===== src/rtl/sha2_pad_pkg.sv =====
package sha2_pad_pkg;

    parameter int WORD_W      = 32;
    parameter int BLOCK_WORDS = 16;
    parameter int LEN_W       = 64;

    localparam int BYTES    = WORD_W / 8;
    localparam int NB_W     = $clog2(BYTES + 1);
    localparam int SLOT_W   = $clog2(BLOCK_WORDS);
    localparam int LEN_SLOT = BLOCK_WORDS - 2;     // first of the two length slots

    typedef logic [WORD_W-1:0] word_t;
    typedef logic [SLOT_W-1:0] slot_t;
    typedef logic [NB_W-1:0]   nbytes_t;

    typedef enum logic [2:0] {
        PS_MSG,
        PS_MARK,
        PS_ZERO,
        PS_LHI,
        PS_LLO
    } pad_state_e;

    typedef struct packed {
        word_t data;
        logic  blk_end;
    } pad_beat_t;

    // Keep the first n byte lanes, put 0x80 in lane n, clear the rest.
    function automatic word_t merge_marker(word_t w, nbytes_t n);
        word_t r;
        r = '0;
        for (int b = 0; b < BYTES; b++) begin
            if (b < int'(n))
                r[WORD_W-1-8*b -: 8] = w[WORD_W-1-8*b -: 8];
            else if (b == int'(n))
                r[WORD_W-1-8*b -: 8] = 8'h80;
        end
        return r;
    endfunction

endpackage


===== src/rtl/pad_slot_ctr.sv =====
module pad_slot_ctr
    import sha2_pad_pkg::*;
(
    input  logic  clk,
    input  logic  rst,
    input  logic  step,
    output slot_t slot,
    output logic  at_end
);
    always_ff @(posedge clk) begin
        if (rst)
            slot <= '0;
        else if (step)
            slot <= (slot == slot_t'(BLOCK_WORDS - 1)) ? '0 : slot + 1'b1;
    end

    assign at_end = (slot == slot_t'(BLOCK_WORDS - 1));
endmodule


===== src/rtl/pad_seq.sv =====
module pad_seq
    import sha2_pad_pkg::*;
(
    input  logic       clk,
    input  logic       rst,
    input  logic       last_fire,
    input  logic       last_full,
    input  logic       out_fire,
    input  slot_t      slot,
    output pad_state_e state
);
    pad_state_e nxt;
    logic       len_next;

    // the word now leaving sits just before the length slots
    assign len_next = (slot == slot_t'(LEN_SLOT - 1));

    always_comb begin
        nxt = state;
        unique case (state)
            PS_MSG:  if (last_fire)
                         nxt = last_full ? PS_MARK : (len_next ? PS_LHI : PS_ZERO);
            PS_MARK: if (out_fire) nxt = len_next ? PS_LHI : PS_ZERO;
            PS_ZERO: if (out_fire && len_next) nxt = PS_LHI;
            PS_LHI:  if (out_fire) nxt = PS_LLO;
            PS_LLO:  if (out_fire) nxt = PS_MSG;
            default: nxt = PS_MSG;
        endcase
    end

    always_ff @(posedge clk) begin
        if (rst) state <= PS_MSG;
        else     state <= nxt;
    end
endmodule


===== src/rtl/sha2_pad_unit.sv =====
module sha2_pad_unit
    import sha2_pad_pkg::*;
(
    input  logic              clk,
    input  logic              rst,
    input  logic              in_valid,
    output logic              in_ready,
    input  logic [WORD_W-1:0] in_data,
    input  logic              in_last,
    input  logic [NB_W-1:0]   in_nbytes,
    input  logic [LEN_W-1:0]  in_len_bits,
    output logic              out_valid,
    input  logic              out_ready,
    output logic [WORD_W-1:0] out_data,
    output logic              out_blk_end
);
    pad_state_e       state;
    slot_t            slot;
    logic             at_end;
    logic             out_fire;
    logic             last_fire;
    logic             last_full;
    logic [LEN_W-1:0] len_q;
    pad_beat_t        beat;

    assign in_ready  = out_ready && (state == PS_MSG);
    assign out_valid = (state == PS_MSG) ? in_valid : 1'b1;
    assign out_fire  = out_valid && out_ready;
    assign last_fire = in_valid && in_ready && in_last;
    assign last_full = (in_nbytes >= nbytes_t'(BYTES));

    always_ff @(posedge clk) begin
        if (rst)
            len_q <= '0;
        else if (last_fire)
            len_q <= in_len_bits;
    end

    always_comb begin
        beat.blk_end = out_valid && at_end;
        unique case (state)
            PS_MSG:  beat.data = (in_last && !last_full) ? merge_marker(in_data, in_nbytes)
                                                         : in_data;
            PS_MARK: beat.data = merge_marker('0, '0);
            PS_LHI:  beat.data = len_q[LEN_W-1 -: WORD_W];
            PS_LLO:  beat.data = len_q[WORD_W-1:0];
            default: beat.data = '0;
        endcase
    end

    assign out_data    = beat.data;
    assign out_blk_end = beat.blk_end;

    pad_slot_ctr i_slot (
        .clk    (clk),
        .rst    (rst),
        .step   (out_fire),
        .slot   (slot),
        .at_end (at_end)
    );

    pad_seq i_seq (
        .clk       (clk),
        .rst       (rst),
        .last_fire (last_fire),
        .last_full (last_full),
        .out_fire  (out_fire),
        .slot      (slot),
        .state     (state)
    );
endmodule


===== config.mk =====
export PLATFORM = sky130hd
export DESIGN_NAME = sha2_pad_unit
export DESIGN_NICKNAME = d
export VERILOG_FILES = /design/src/rtl/sha2_pad_pkg.sv /design/src/rtl/pad_slot_ctr.sv /design/src/rtl/pad_seq.sv /design/src/rtl/sha2_pad_unit.sv
export SDC_FILE = /design/constraint.sdc
export NUM_CORES = 1
export LEC_CHECK = 0
export BUFFER_PORTS_ARGS = -buffer_cell sky130_fd_sc_hd__buf_2
export CAP_MARGIN = 20
export CORE_ASPECT_RATIO = 0.8
export CORE_UTILIZATION = 30
export DETAILED_ROUTE_END_ITERATION = 10
export GPL_TIMING_DRIVEN = 0
export SYNTH_ARGS = -nofsm -noshare
export SYNTH_HDL_FRONTEND = slang
export SYNTH_SLANG_ARGS = --single-unit

===== constraint.sdc =====
create_clock -name clk -period 2.6 [get_ports clk]
set_input_delay 0.13 -clock clk [delete_from_list [all_inputs] [get_ports clk]]
set_output_delay 0.13 -clock clk [all_outputs]
set_load 0.005 [all_outputs]

; ---- After elaboration in Yosys (flattened, before gate mapping)
; Cells that the tools add are included.
[op_classes]
n_addsub = 1
magnitude_cmp = 5
eq_ne = 14
muxes = 20
reduce_logical = 11
[ops]
columns = operator, n
row1 = $pmux 32 s4, 1
row2 = $mux 8, 8
row3 = $mux 32, 1
row4 = $mux 3, 5
row5 = $pmux 3 s5, 1
row6 = $ne 2x1->1 const B, 5
row7 = $eq 4x4->1 const B, 2
row8 = $logic_and 1x1->1, 7
row9 = $eq 3x2->1 const B, 2
row10 = $eq 3x3->1 const A, 2
row11 = $logic_not 3->1, 2
row12 = $lt 1x3->1 const A, 2
row13 = $lt 2x3->1 const A, 2
row14 = $reduce_and 5->1, 1
row15 = $add 4x1->4 const B, 1
row16 = $mux 4, 1
row17 = $eq 2x3->1 const A, 1
row18 = $eq 3x1->1 const B, 1
row19 = $eq 3x3->1 const B, 1
row20 = $ge 3x3->1 const B, 1
row21 = $mux 1, 2
row22 = $mux 2, 1
row23 = $logic_not 1->1, 1
[totals]
regBits = 71
output_inout_bits = 35

; ---- Logic depth before layout (Yosys ltp)
[depth]
depth_word = 6
ltp_mapped = 6
depth_no_buf = 5

; ---- Cells and area by module
; Synthesis repeated with hierarchy kept, for this count alone.
[hier_totals]
cells_unflattened = 491
hier_area_um2 = 3818.7
[by_module_without_submodules]
columns = module, n_inst, cells_per_inst, area_per_inst_um2, seq_area_each_um2
row1 = sha2_pad_unit, 1, 452, 3462.1, 1281.2
row2 = pad_seq, 1, 20, 180.2, 60.1
row3 = pad_slot_ctr, 1, 19, 176.4, 80.1

; ---- Least setup slack after synthesis
; No wires, ideal clock.
[synth_timing]
path_kind = register to output
from = reg i_seq.state[0]
to = out out_data[10]
t_arrival_ps = 1429
t_required_ps = 2470
setup_slack_ps = 1041
path_stages_with_launch = 6
n_path_buf = 2
path_cell_list = dfxtp_1 or3_1 buf_2 buf_4 nor3_4 a21o_1
[synth_via]
elab_chain_cells = 2
elab_cells_between_ends = 5
cone_classes = eq/ne: 3 / mux: 1 / reduce/logical: 1
[synth_lines]
columns = element, line_no
row1 = start: declaration, pad_seq.sv:10  ; output pad_state_e state
row2 = start signal: assignment, pad_seq.sv:33  ; else state <= nxt;
row3 = $eq 3x3->1 (tied with other cells), sha2_pad_unit.sv:41  ; unique case (state)
row4 = $pmux 32 s4 *, sha2_pad_unit.sv:41
row5 = end: declaration, sha2_pad_unit.sv:14  ; output logic [WORD_W-1:0] out_data,
; Every way passes the cells marked *; elsewhere a longest branch is shown, timed or not.

; ---- Worst setup path in the final report
[layout_timing]
from = reg i_seq.state[0]
to = out out_data[26]
; The elaborated chain is that of the path after synthesis.

==> results by group <==
Critical path
  • CP max-delay cell: clkbuf_1
  • Critical path start-end classification: reg2out
  • CP peak stage delay: 0.58 ns
  • Worst Path Max Fanout: 10
  • Top cell by count, worst path: clkbuf_1
  • Startpoint types: register
  • CP required: 2.47 ns
  • Worst endpoint data arrival time: 2.17 ns
  • CP Capture Type: primary output
  • Worst-path cell chain: and3b_1 -> clkbuf_1 -> clkbuf_1 -> a22o_1 -> a21o_1 -> buf_2

Yosys
  • Async set-or-reset flop fraction in the synthesized netlist: 0%
  • Syn nets: 539
  • Compound-Gate Fraction of Synth Area: 36.0%
  • Primary FF master, synth: dfxtp_1
  • Simple-Gate Fraction of Synth Area: 16.3%
  • Mapped Cells: 433
  • Mux cell area share after synthesis: 0.288%
  • Synth Warn #: 0
  • Cell variety after synth: 40
  • Post-synthesis adder-cell area fraction: 0.719%
  • Main combinational cell family by area after synthesis: compound AO/OA/AOI/OAI gates
  • #FFs+latches synth: 71
  • Seq/Total Area, Yosys: 40.8%
  • Syn avg cell area: 8.04 um^2
  • Xor/xnor share of the synthesized area: 0%
  • Mapped cell area: 0.00348 mm^2
  • Post-synth EDFFs: 0

Timing
  • Post-Route Skew: 0.00727 ns
  • Setup violators final: 0
  • Worst Tran Pin Value: 0.825 ns
  • Max Slew Vio Count: 0
  • Final worst path period need: 2.30 ns
  • RSZ-0062 raised after global routing: false
  • Final hold violation count: 0
  • Max Freq: 435 MHz
  • Fin Hold WS: 0.0470 ns
  • Rel. slew slack: 44.9%
  • Final WS setup: 0.301 ns
  • Setup TNS: 0 ns
  • Fin crit share: 88.4%

Cells and area
  • Most common cell after layout, fill and taps aside: buf_2
  • Share of layout cells above drive strength 1: 29.4%
  • Post-Layout Cell Count: 729
  • Area Growth Syn to Fin: 35.6%
  • Ant. Diodes: 0
  • Nets: 686
  • Commonest non-fill, non-tap cells in the layout: 149 x buf_2, 71 x dfxtp_1, 68 x a21oi_1
  • Filler Cells Inserted: 1167

Floorplanning
  • Die extent in y: 98.3 um
  • Top Ports: 139
  • Core Rows: 34
  • Placeable Area: 0.0111 mm^2
  • Chip width: 122 um
  • Initial core utilization: 31.5%
  • Die ar.: 0.0120 mm^2

Min path
  • Hold Path Class: in2reg

Power
  • Leakage: 0.00206 uW
  • Power per cell area: 656 mW/mm^2
  • Final Power: 3090 uW
  • VDD IR max: 0.356 mV

GRT
  • Initial antenna violation count: 0
  • Largest net degree at the start of global routing: 13
  • Number of global-route vias before repair: 3780
  • Congestion Overflow GR: 0
  • Gr usage total: 21.0%
  • First-pass GRT wire length: 19.2 mm

Placement
  • GPL Wtd Cong: 0.835
  • Placed cells: 713
  • I/O Buffers: 136
  • DP Wirelength: 9.27 mm
  • Worst slack, placed: 0.575 ns

Route
  • Via count: 3959
  • Detailed Routing Iterations Pass 1: 5
  • DRT iter0 DRCs: 244
  • Routed wire length: 12.5 mm
  • Final ANT Viol Nets: 0
  • Routed wire per std cell: 17.2 um
  • Via density: 5.43
  • Residual DRC: 0

Status
  • Status: finished clean

CTS
  • Max Root-Sink Buffers: 2
  • CTS Sinks: 71
  • CTS tree: yes
  • TritonCTS Buffers: 9
  • # hold bufs at CTS: 0
  • Worst-path clk slew: 0.06 ns
  • Worst-Skew Late Latency: 0.33 ns
  • CTS H-tree lvls: 3
  • Root Driver: clkbuf_16

Job
  • Max-cap violations: 0
-- routing by layer --
| metal | part of all wire (%) | global-route usage (%) | wire length, um |
|---|---|---|---|
| met5 | 0 | 0 | 0 |
| met2 | 46 | 34.6 | 5810 |
| met3 | 7.9 | 4.50 | 988 |
| met4 | 1.1 | 5.63 | 133 |
| met1 | 45 | 27.5 | 5590 |
-- through the flow --
stage | util (%) | cell area (um^2)
after global routing | 42.6 | 4720
after global placement | 39.2 | 4340
after floorplan | - | 3480
final | 42.6 | 4720
after CTS | 42.6 | 4710
after detailed placement | 39.2 | 4340
-- report_power, final --
group	leakage (uW)	internal, uW	switching [uW]
Sequential	0.000576	1130	20.8
Combinational	0.00130	181	236
Clock	0.000180	1060	466
-- final cells by class --
type / instances / area (um^2) / area share [%]
Timing Repair Buffer: 136 / 681 / 14.4
Multi-Input combinational cell: 313 / 1860 / 39.4
Tap cell: 144 / 180 / 3.82
Clock buffer: 11 / 243 / 5.15
Inverter: 2 / 7.51 / 0.159
Sequential cell: 71 / 1420 / 30.1
Buffer: 47 / 196 / 4.16
Clock inverter: 5 / 129 / 2.73
-- Yosys cell counts (3+ instances only) --
cell type / number / area share (%)
dfxtp_1: 71 / 41
a21oi_1: 68 / 9.8
nand3_1: 67 / 9.6
o21ai_0: 67 / 9.6
clkbuf_1: 33 / 3.6
a22o_1: 30 / 7.6
a21o_1: 29 / 6.3
buf_2: 13 / 1.9
nand2_1: 6 / 0.65
nor2_1: 5 / 0.54
nand2b_1: 3 / 0.54
nor2_2: 3 / 0.54
nor3b_1: 3 / 0.65
or3_1: 3 / 0.54
-- worst paths after layout --
kind	endpoint	slack (ns)	depth (start not counted)	start
max reg2reg	len_q[6]	0.70	6	i_seq.state[1]
max	out_data[26]	0.30	6	i_seq.state[0]
min reg2reg	len_q[56]	0.47	2	len_q[56]
min	len_q[17]	0.05	3	in_len_bits[17]
-- sequential cells by signal (all words and copies together), names as in the netlist --
register,count
len_q,64
i_slot.slot,4
i_seq.state,3
-- kinds of logic (layout without fill, tap and decap cells) --
group,count (synthesis),in the layout
DFF,71,71
buffers and inverters,49,201
AOI/OAI and AO/OA,206,206
muxes,1,1
and+or+nand+nor,104,104
adders and majority gates,2,2
-- worst max-delay path, delay by kind of cell, from the launching register on --
kind | cells | cell delay (ns)
buffers and inverters | 3 | 0.89
flip-flops | 1 | 0.42
AO/OA/AOI/OAI | 2 | 0.35
AND/OR/NAND/NOR | 1 | 0.19
-- what timing repair did --
item                       in CTS  in global routing
buffers inserted                0                  0
gates resized for setup         0                  1
setup endpoints to repair       0                  1
Note: power is estimated with default switching activity, not from simulation.
